==> config.mk <==
export PLATFORM = sky130hd
export DESIGN_NAME = ext_irq_group_ctrl
export DESIGN_NICKNAME = d
export VERILOG_FILES = /design/src/rtl/eirq_pkg.sv /design/src/rtl/eirq_sync.sv /design/src/rtl/eirq_detect.sv /design/src/rtl/eirq_group.sv /design/src/rtl/ext_irq_group_ctrl.sv
export SDC_FILE = /design/constraint.sdc
export NUM_CORES = 1
export LEC_CHECK = 0
export ABC_AREA = 1
export BUFFER_PORTS_ARGS = -buffer_cell sky130_fd_sc_hd__buf_2
export CORE_MARGIN = 8
export CORE_UTILIZATION = 41
export CTS_CLUSTER_SIZE = 8
export DETAILED_ROUTE_END_ITERATION = 16
export GPL_TIMING_DRIVEN = 0
export PLACE_DENSITY = 0.66
export SLEW_MARGIN = 15
export SYNTH_ARGS = -nofsm -noshare
export SYNTH_HDL_FRONTEND = slang
export SYNTH_SLANG_ARGS = --single-unit
==> constraint.sdc <==
create_clock -name clk -period 1.35 [get_ports clk]
set_input_delay 0.2025 -clock clk [delete_from_list [all_inputs] [get_ports clk]]
set_output_delay 0.2025 -clock clk [all_outputs]
set_load 0.01 [all_outputs]
==> src/rtl/eirq_pkg.sv <==
package eirq_pkg;

    localparam int NUM_LINES   = 28;
    localparam int DATA_W      = 32;
    localparam int MODE_W      = 3;
    localparam int NIB_W       = 4;
    localparam int NUM_PAIRS   = NUM_LINES / 2;
    localparam int PAIRS_WORD0 = DATA_W / NIB_W;
    localparam int PAIRS_WORD1 = NUM_PAIRS - PAIRS_WORD0;
    localparam int CFG_W       = NUM_PAIRS * MODE_W;
    localparam int NUM_GROUPS  = 4;
    localparam int GRP0_LINES  = 4;
    localparam int GRPN_LINES  = 8;

    localparam logic [MODE_W-1:0] MODE_LOW  = 3'b000;
    localparam logic [MODE_W-1:0] MODE_HIGH = 3'b001;
    localparam logic [MODE_W-1:0] MODE_FALL = 3'b010;
    localparam logic [MODE_W-1:0] MODE_RISE = 3'b100;
    localparam logic [MODE_W-1:0] MODE_BOTH = 3'b110;

    typedef enum logic [1:0] {
        SEL_CFG_LO = 2'd0,
        SEL_CFG_HI = 2'd1,
        SEL_MASK   = 2'd2,
        SEL_PEND   = 2'd3
    } reg_sel_e;

    function automatic int grp_first(input int g);
        return (g == 0) ? 0 : GRP0_LINES + (g - 1) * GRPN_LINES;
    endfunction

    function automatic int grp_last(input int g);
        return (g == 0) ? GRP0_LINES - 1 : grp_first(g) + GRPN_LINES - 1;
    endfunction

endpackage

==> src/rtl/eirq_sync.sv <==
module eirq_sync #(
    parameter int W      = 28,
    parameter int STAGES = 2
) (
    input  logic         clk,
    input  logic         rst_n,
    input  logic [W-1:0] async_in,
    output logic [W-1:0] sync_out
);

    logic [W-1:0] stage_q [STAGES];

    always_ff @(posedge clk or negedge rst_n) begin
        if (!rst_n) begin
            for (int i = 0; i < STAGES; i++) stage_q[i] <= '0;
        end else begin
            stage_q[0] <= async_in;
            for (int i = 1; i < STAGES; i++) stage_q[i] <= stage_q[i-1];
        end
    end

    assign sync_out = stage_q[STAGES-1];

endmodule

==> src/rtl/eirq_detect.sv <==
module eirq_detect
    import eirq_pkg::*;
#(
    parameter int N = NUM_LINES
) (
    input  logic [N-1:0]            cur,
    input  logic [N-1:0]            prev,
    input  logic [(N/2)*MODE_W-1:0] cfg,
    output logic [N-1:0]            hit
);

    for (genvar i = 0; i < N; i++) begin : g_line
        localparam int PAIR = i / 2;
        logic [MODE_W-1:0] mode;
        assign mode = cfg[PAIR*MODE_W +: MODE_W];

        always_comb begin
            case (mode)
                MODE_LOW:  hit[i] = ~cur[i];
                MODE_HIGH: hit[i] =  cur[i];
                MODE_FALL: hit[i] =  prev[i] & ~cur[i];
                MODE_RISE: hit[i] =  cur[i] & ~prev[i];
                MODE_BOTH: hit[i] =  cur[i] ^ prev[i];
                default:   hit[i] = 1'b0;
            endcase
        end
    end

endmodule

==> src/rtl/eirq_group.sv <==
module eirq_group
    import eirq_pkg::*;
(
    input  logic [NUM_LINES-1:0]  active,
    output logic [NUM_GROUPS-1:0] req
);

    for (genvar g = 0; g < NUM_GROUPS; g++) begin : g_grp
        localparam int LO = grp_first(g);
        localparam int HI = grp_last(g);
        assign req[g] = |active[HI:LO];
    end

endmodule

==> src/rtl/ext_irq_group_ctrl.sv <==
module ext_irq_group_ctrl
    import eirq_pkg::*;
#(
    parameter int SYNC_STAGES = 2
) (
    input  logic                  clk,
    input  logic                  rst_n,
    input  logic [NUM_LINES-1:0]  pin_in,
    input  logic                  bus_sel,
    input  logic                  bus_wr,
    input  logic [1:0]            bus_addr,
    input  logic [DATA_W-1:0]     bus_wdata,
    output logic [DATA_W-1:0]     bus_rdata,
    output logic [NUM_GROUPS-1:0] irq_grp
);

    typedef struct packed {
        logic [CFG_W-1:0]     cfg;
        logic [NUM_LINES-1:0] mask;
        logic [NUM_LINES-1:0] pend;
        logic [NUM_LINES-1:0] prev;
    } state_t;

    state_t st_d, st_q;

    logic [NUM_LINES-1:0] sync_vec;
    logic [NUM_LINES-1:0] hit_vec;
    logic [NUM_LINES-1:0] clr_vec;
    logic [NUM_LINES-1:0] pend_vec;
    logic [NUM_LINES-1:0] mask_vec;
    reg_sel_e             sel;

    eirq_sync #(.W(NUM_LINES), .STAGES(SYNC_STAGES)) u_sync (
        .clk      (clk),
        .rst_n    (rst_n),
        .async_in (pin_in),
        .sync_out (sync_vec)
    );

    eirq_detect #(.N(NUM_LINES)) u_detect (
        .cur  (sync_vec),
        .prev (st_q.prev),
        .cfg  (st_q.cfg),
        .hit  (hit_vec)
    );

    assign sel = reg_sel_e'(bus_addr);

    always_comb begin
        st_d    = st_q;
        clr_vec = '0;
        st_d.prev = sync_vec;
        if (bus_sel && bus_wr) begin
            case (sel)
                SEL_CFG_LO: begin
                    for (int p = 0; p < PAIRS_WORD0; p++)
                        st_d.cfg[p*MODE_W +: MODE_W] = bus_wdata[p*NIB_W +: MODE_W];
                end
                SEL_CFG_HI: begin
                    for (int p = 0; p < PAIRS_WORD1; p++)
                        st_d.cfg[(PAIRS_WORD0+p)*MODE_W +: MODE_W] = bus_wdata[p*NIB_W +: MODE_W];
                end
                SEL_MASK: st_d.mask = bus_wdata[NUM_LINES-1:0];
                SEL_PEND: clr_vec   = bus_wdata[NUM_LINES-1:0];
                default:  ;
            endcase
        end
        st_d.pend = (st_q.pend & ~clr_vec) | hit_vec;
    end

    always_ff @(posedge clk or negedge rst_n) begin
        if (!rst_n) begin
            st_q.cfg  <= '0;
            st_q.mask <= '1;
            st_q.pend <= '0;
            st_q.prev <= '0;
        end else begin
            st_q <= st_d;
        end
    end

    always_comb begin
        bus_rdata = '0;
        case (sel)
            SEL_CFG_LO: begin
                for (int p = 0; p < PAIRS_WORD0; p++)
                    bus_rdata[p*NIB_W +: MODE_W] = st_q.cfg[p*MODE_W +: MODE_W];
            end
            SEL_CFG_HI: begin
                for (int p = 0; p < PAIRS_WORD1; p++)
                    bus_rdata[p*NIB_W +: MODE_W] = st_q.cfg[(PAIRS_WORD0+p)*MODE_W +: MODE_W];
            end
            SEL_MASK: bus_rdata[NUM_LINES-1:0] = st_q.mask;
            SEL_PEND: bus_rdata[NUM_LINES-1:0] = st_q.pend;
            default:  ;
        endcase
    end

    assign pend_vec = st_q.pend;
    assign mask_vec = st_q.mask;

    eirq_group u_group (
        .active (pend_vec & ~mask_vec),
        .req    (irq_grp)
    );

endmodule

## Yosys cells after proc, flatten, opt, wreduce, memory -nomap -nowiden

Index checks and enable logic that the tools add are counted.

- Bits of input ports: 66
- Register bits: 182
- Word-level logic and storage cells: 279
- Output and inout port bits: 36

- Bitwise gates (word level): 145
- Reduce and logical (&&, ||, !) cells: 23
- Equal/unequal tests: 59
- Muxes and demuxes: 45

Operator list:

| kind | count |
|---|---|
| 1-bit one-hot mux with 5 select lines | 28 |
| 3-bit == test (second input constant) | 28 |
| 3-bit one-hot mux with 4 select lines | 6 |
| 1-bit AND | 56 |
| 28-bit AND | 2 |
| 28-bit two-way mux | 2 |
| 1-bit inverter | 56 |
| 28-bit inverter | 2 |
| 3-bit by 1-bit == test with 1-bit output (second input constant) | 14 |
| 3-bit by 2-bit == test with 1-bit output (second input constant) | 14 |
| 3-bit zero test | 14 |
| 28-bit OR | 1 |
| 1-bit XOR | 28 |
| 8-bit OR reduction | 3 |
| 1-bit one-hot mux with 2 select lines | 7 |
| 3-bit one-hot mux with 3 select lines | 1 |
| 2-bit AND reduction | 3 |
| 2-bit == test (second input constant) | 2 |
| 4-bit OR reduction | 1 |
| 3-bit two-way mux | 1 |
| 2-bit by 1-bit == test with 1-bit output (second input constant) | 1 |
| 2-bit zero test | 1 |
| 1-bit logical AND | 1 |

## Logic depth before layout (Yosys ltp)

- Word-level depth: 6
- Gate-level depth with buffers: 7
- Mapped depth without buffers: 7

## By module

A second synthesis with hierarchy kept.

- Cells, all modules: 1,319
- Area, all modules: 9,987.1 um^2

Modules (own cells, without submodules):

| module | cells each | area an instance (um^2) | seq. area each (um^2) | instances |
|---|---|---|---|---|
| ext_irq_group_ctrl | 677 | 5,620.4 | 3,188.1 | 1 |
| eirq_detect | 510 | 2,575.0 | 0.0 | 1 |
| eirq_sync | 84 | 1,611.5 | 1,401.3 | 1 |
| eirq_group | 48 | 180.2 | 0.0 | 1 |

## Least setup slack after synthesis

OpenSTA, ideal clock, no wires.

- Path type: input -> output
- Start: input port bus_addr[1]
- End: output port bus_rdata[12]
- Buffers on the path: 2
- Cell stages on the path: 5
- Path slack: 261 ps
- Data arrival time: 886 ps
- Required time: 1,148 ps
- Cells stage by stage: nor2_1 > buf_2 > buf_2 > nand2_1 > o2111ai_1

- Cells in the longest elaborated chain, start to end: 2
- Elaborated cells between the ends (all ways): 5
- Classes of those cells: eq/ne (3); mux (1); reduce/logical (1)

RTL lines:

| what | RTL line | text |
|---|---|---|
| from (decl) | ext_irq_group_ctrl.sv:11 | `input logic [1:0] bus_addr,` |
| 2-bit == test, or another cell as far along | ext_irq_group_ctrl.sv:84 | `case (sel)` |
| 3-bit one-hot mux with 4 select lines * | ext_irq_group_ctrl.sv:84 |  |
| to (decl) | ext_irq_group_ctrl.sv:13 | `output logic [DATA_W-1:0] bus_rdata,` |

Mark *: on every way between the ends. The rest lies on a longest branch, timed or not.

## Worst setup path in the final report

- Start: register st_q (netlist bit pend_vec[13])
- End: output port irq_grp[2]

- Cells in the longest elaborated chain, start to end: 2

RTL lines:

| what | RTL line | text |
|---|---|---|
| from (decl) | ext_irq_group_ctrl.sv:24 | `state_t st_d, st_q;` |
| from (signal assigned) | ext_irq_group_ctrl.sv:78 | `st_q <= st_d;` |
| 28-bit AND | ext_irq_group_ctrl.sv:103 | `.active (pend_vec & ~mask_vec),` |
| 8-bit OR reduction | eirq_group.sv:11 | `assign req[g] = \|active[HI:LO];` |
| to (decl) | ext_irq_group_ctrl.sv:14 | `output logic [NUM_GROUPS-1:0] irq_grp` |

Every way passes these cells.

==> reports/summary.txt <==
outcome = complete, but fails checks
violated checks = hold timing, setup timing
core area = 22400 um2
Worst path top cell family by delay = flip-flops
IO Count = 102
CP cell instances = inv_1, o22ai_1, nor2_1, nand2_1, buf_2
setup slack after placement = -0.501 ns
Hold Crit Class = input pin to asynchronous set/reset pin
hold_buf cts = 28
Req. time, crit path = 1.15 ns
Post-route DRC = 0
PD cells = 1310 nW/um2
register area = 4630 um2
iteration-0 DRC count of the detailed router = 558
final wirelength = 25400 um
fill count = 1985
adder-cell share of the synthesized area = 0.0758
placement-stage cell area = 10200 um2
cell count after synthesis = 1096
area grow syn2layout = 28.0%
Primary FF master, synth = dfrtp_1
achievable frequency = 588 MHz
DR vias/cell = 5.07
CTS tree = built
final hold viol count = 57
mux contribution to synthesized area = 0
R2R depth = 7
setup ws final = -0.349 ns
Starting Density = 0.413
Final setup viols = 32
post-layout util = 0.529
ratio of cells with drive above 1 in the final layout = 0.277
1st-pass router iterations = 5
final slew viol count = 0
Reg power frac = 0.434
Clock Tree Buf Depth = 2
maxcap violations = 0
worst skew pair latency = 0.43 ns
Synth Net Count = 1218
CP Depth = 5
final instance area = 11800 um2
total grt overflow = 0
RePlAce Congestion = 0.867
CTS root buf = clkbuf_16
CP Capture Type = primary output
area leader, netlist = dfrtp_1
Synth async-reset ratio = 1.00
tightest hold margin = -0.319 ns
die area = 27600 um2
GRT Resource Usage Total = 0.183
CP Buf/Inv Count = 2
switching power share of the total = 0.310
Switching Power = 4.82 mW
#FFs+latches synth = 182
largest cells by area after synthesis = dfrtp_1 42%, inv_1 8.5%, nand2_1 8.0%
footprint of the multi-input gates = 3900 um2
Worst-path clk slew = 0.07 ns
largest net degree at the start of global routing = 66
post-synth top area share = 0.417
post-synthesis xor/xnor area fraction = 0
CP Launch Type = flop
antenna-violating nets left = 0
DPL Wire Length = 17500 um
Post-Route Setup TNS = -5.39 ns
vias in the first global route = 7871
Post-Synth Simple-Gate Area = 0.218
combinational power share = 0.232
CTS Buf Count = 17
Clk pwr share = 0.334
Int Pwr = 10.7 mW
Arrival @ worst endpoint = 1.50 ns
Clock Skews = 0.00494 ns
nets@finish = 1394
Rel. slew slack = 0.550
CTS sink cnt = 182
via count = 7966
Cell Area, Synth = 9250 um2
kind of critical path = flop to primary output
site row count = 55
actual transition at the worst max-transition pin = 0.675 ns
Seq/Total Area, Yosys = 0.496
first-pass GRT wire length = 40500 um
YS warnings = 0
Synth Area in Compound Gates = 0.0923
Yosys cell types = 25
final non-filler cell total = 1570
IO buf count = 99
P_leak = 6.02 nW
Worst path slowest cell = dfrtp_1
ANT cells = 0
Die Width = 166 um
min cycle time layout = 1.70 ns
final worst path period share = 1.26
Placed Cells = 1482
initial antenna violation count = 1
H-Tree Depth = 4
Post-synth EDFFs = 0
Die Y-Extent = 166 um
Max VDD drop = 0.849 mV
Worst Path Max Fanout = 2
RSZ-0062 raised after global routing = yes
wire per inst = 16.1 um
main combinational cell family by area after synthesis = simple AND/OR/NAND/NOR gates
Critical Path Max Stage Delay = 0.38 ns
syn avg cell area = 8.44 um2
final timing paths:
| path | from | end | slack, ns |
|---|---|---|---|
| worst min register to register | u_sync.stage_q[46]$_DFF_PN0_ | u_sync.sync_out[18]$_DFF_PN0_ | 0.34 |
| max in group asynchronous | rst_n | mask_vec[0]$_DFFE_PN1P_ | 0.60 |
| min in group clk | bus_wdata[30] | st_q[107]$_DFFE_PN0P_ | 0.01 |
| worst min-delay path | rst_n | u_sync.sync_out[14]$_DFF_PN0_ | -0.32 |
| worst max register to register | u_sync.sync_out[18]$_DFF_PN0_ | pend_vec[18]$_DFF_PN0_ | 0.12 |
| worst max-delay path | pend_vec[13]$_DFF_PN0_ | irq_grp[2] | -0.35 |
per-stage QoR:
stage               hold slack (ns)  total power [mW]
floorplan                   -0.0931              8.60
global placement              0.310              9.57
detailed placement            0.171              9.67
CTS                          -0.294              15.4
global route                 -0.282              16.4
finish                       -0.319              15.5
metal layers:
metal / GRT usage / wire, um / up-vias
li1: - / - / 3876
met1: 0.232 / 11100 / 3819
met2: 0.300 / 12200 / 214
met3: 0.0340 / 1300 / 55
met4: 0.0771 / 825 / 2
met5: 0 / 9 / -
cell type report:
cell class | count | area share
flip-flops and latches | 182 | 0.391
multi-input cells | 650 | 0.330
repair buffers | 180 | 0.108
inverters | 215 | 0.0693
clock buffers | 22 | 0.0392
well taps | 285 | 0.0301
plain buffers | 26 | 0.0204
clock inverters | 10 | 0.0123
sequential cells by signal, summed over array words and instances (netlist names):
signal	flops
mask_vec	28
pend_vec	28
st_q	70
u_sync.stage_q	28
u_sync.sync_out	28
cell families after synthesis:
group	count (synthesis)
compound gates	138
fa+ha+maj	56
buf+inv	264
flops	182
other cells	1
simple gates	455
timing repair:
item,4_1_cts,5_1_grt
hold endpoints to repair,85,57
gates resized for setup,103,40
pin swaps,20,18
endpoints found under the setup margin,35,37
buffers inserted,32,18
gates cloned,0,1
worst register-to-register path, stage by stage, from the launching register on:
cell	delay, ns
dfrtp_1	0.40
inv_1	0.08
ha_1	0.27
inv_1	0.03
nand4_1	0.07
nand2_1	0.05
nor2_1	0.13
nand3_1	0.09
cells in the mapped netlist, types with 4 or more instances:
cell,n
dfstp_2,28
nand4_1,58
dfrtp_1,154
o21ai_0,26
nand3_1,112
nand2_1,197
buf_6,7
buf_4,7
nor2_1,84
a21oi_1,4
inv_1,210
o22ai_1,13
clkbuf_1,21
ha_1,56
o2111ai_1,16
buf_2,14
o21ai_1,56
o21ai_2,20
power by group through the flow:
stage               clock network, mW  logic (mW)  registers (mW)
floorplan                           0        2.03            6.57
detailed placement                  0        2.95            6.71
global route                     5.51        4.04            6.82
CTS                              5.27        3.37            6.73
finish                           5.20        3.60            6.75
global placement                    0        2.87            6.70
cells in the final DEF (no fill, tap or decap), types with 7 or more instances in the layout:
| cell type | n |
|---|---|
| inv_1 | 205 |
| nand2_1 | 170 |
| dfrtp_1 | 122 |
| nand3_1 | 112 |
| buf_2 | 95 |
| nor2_1 | 82 |
| nand4_1 | 58 |
| o21ai_1 | 58 |
| ha_1 | 56 |
| buf_4 | 53 |
| dfrtp_2 | 32 |
| dlygate4sd3_1 | 28 |
| dfstp_2 | 28 |
| nand2_2 | 27 |
| o21ai_2 | 25 |
| buf_6 | 20 |
| o21ai_0 | 19 |
| clkbuf_16 | 17 |
| o2111ai_2 | 10 |
| o22ai_1 | 8 |
| inv_2 | 7 |
(Power assumes the default switching activity.)
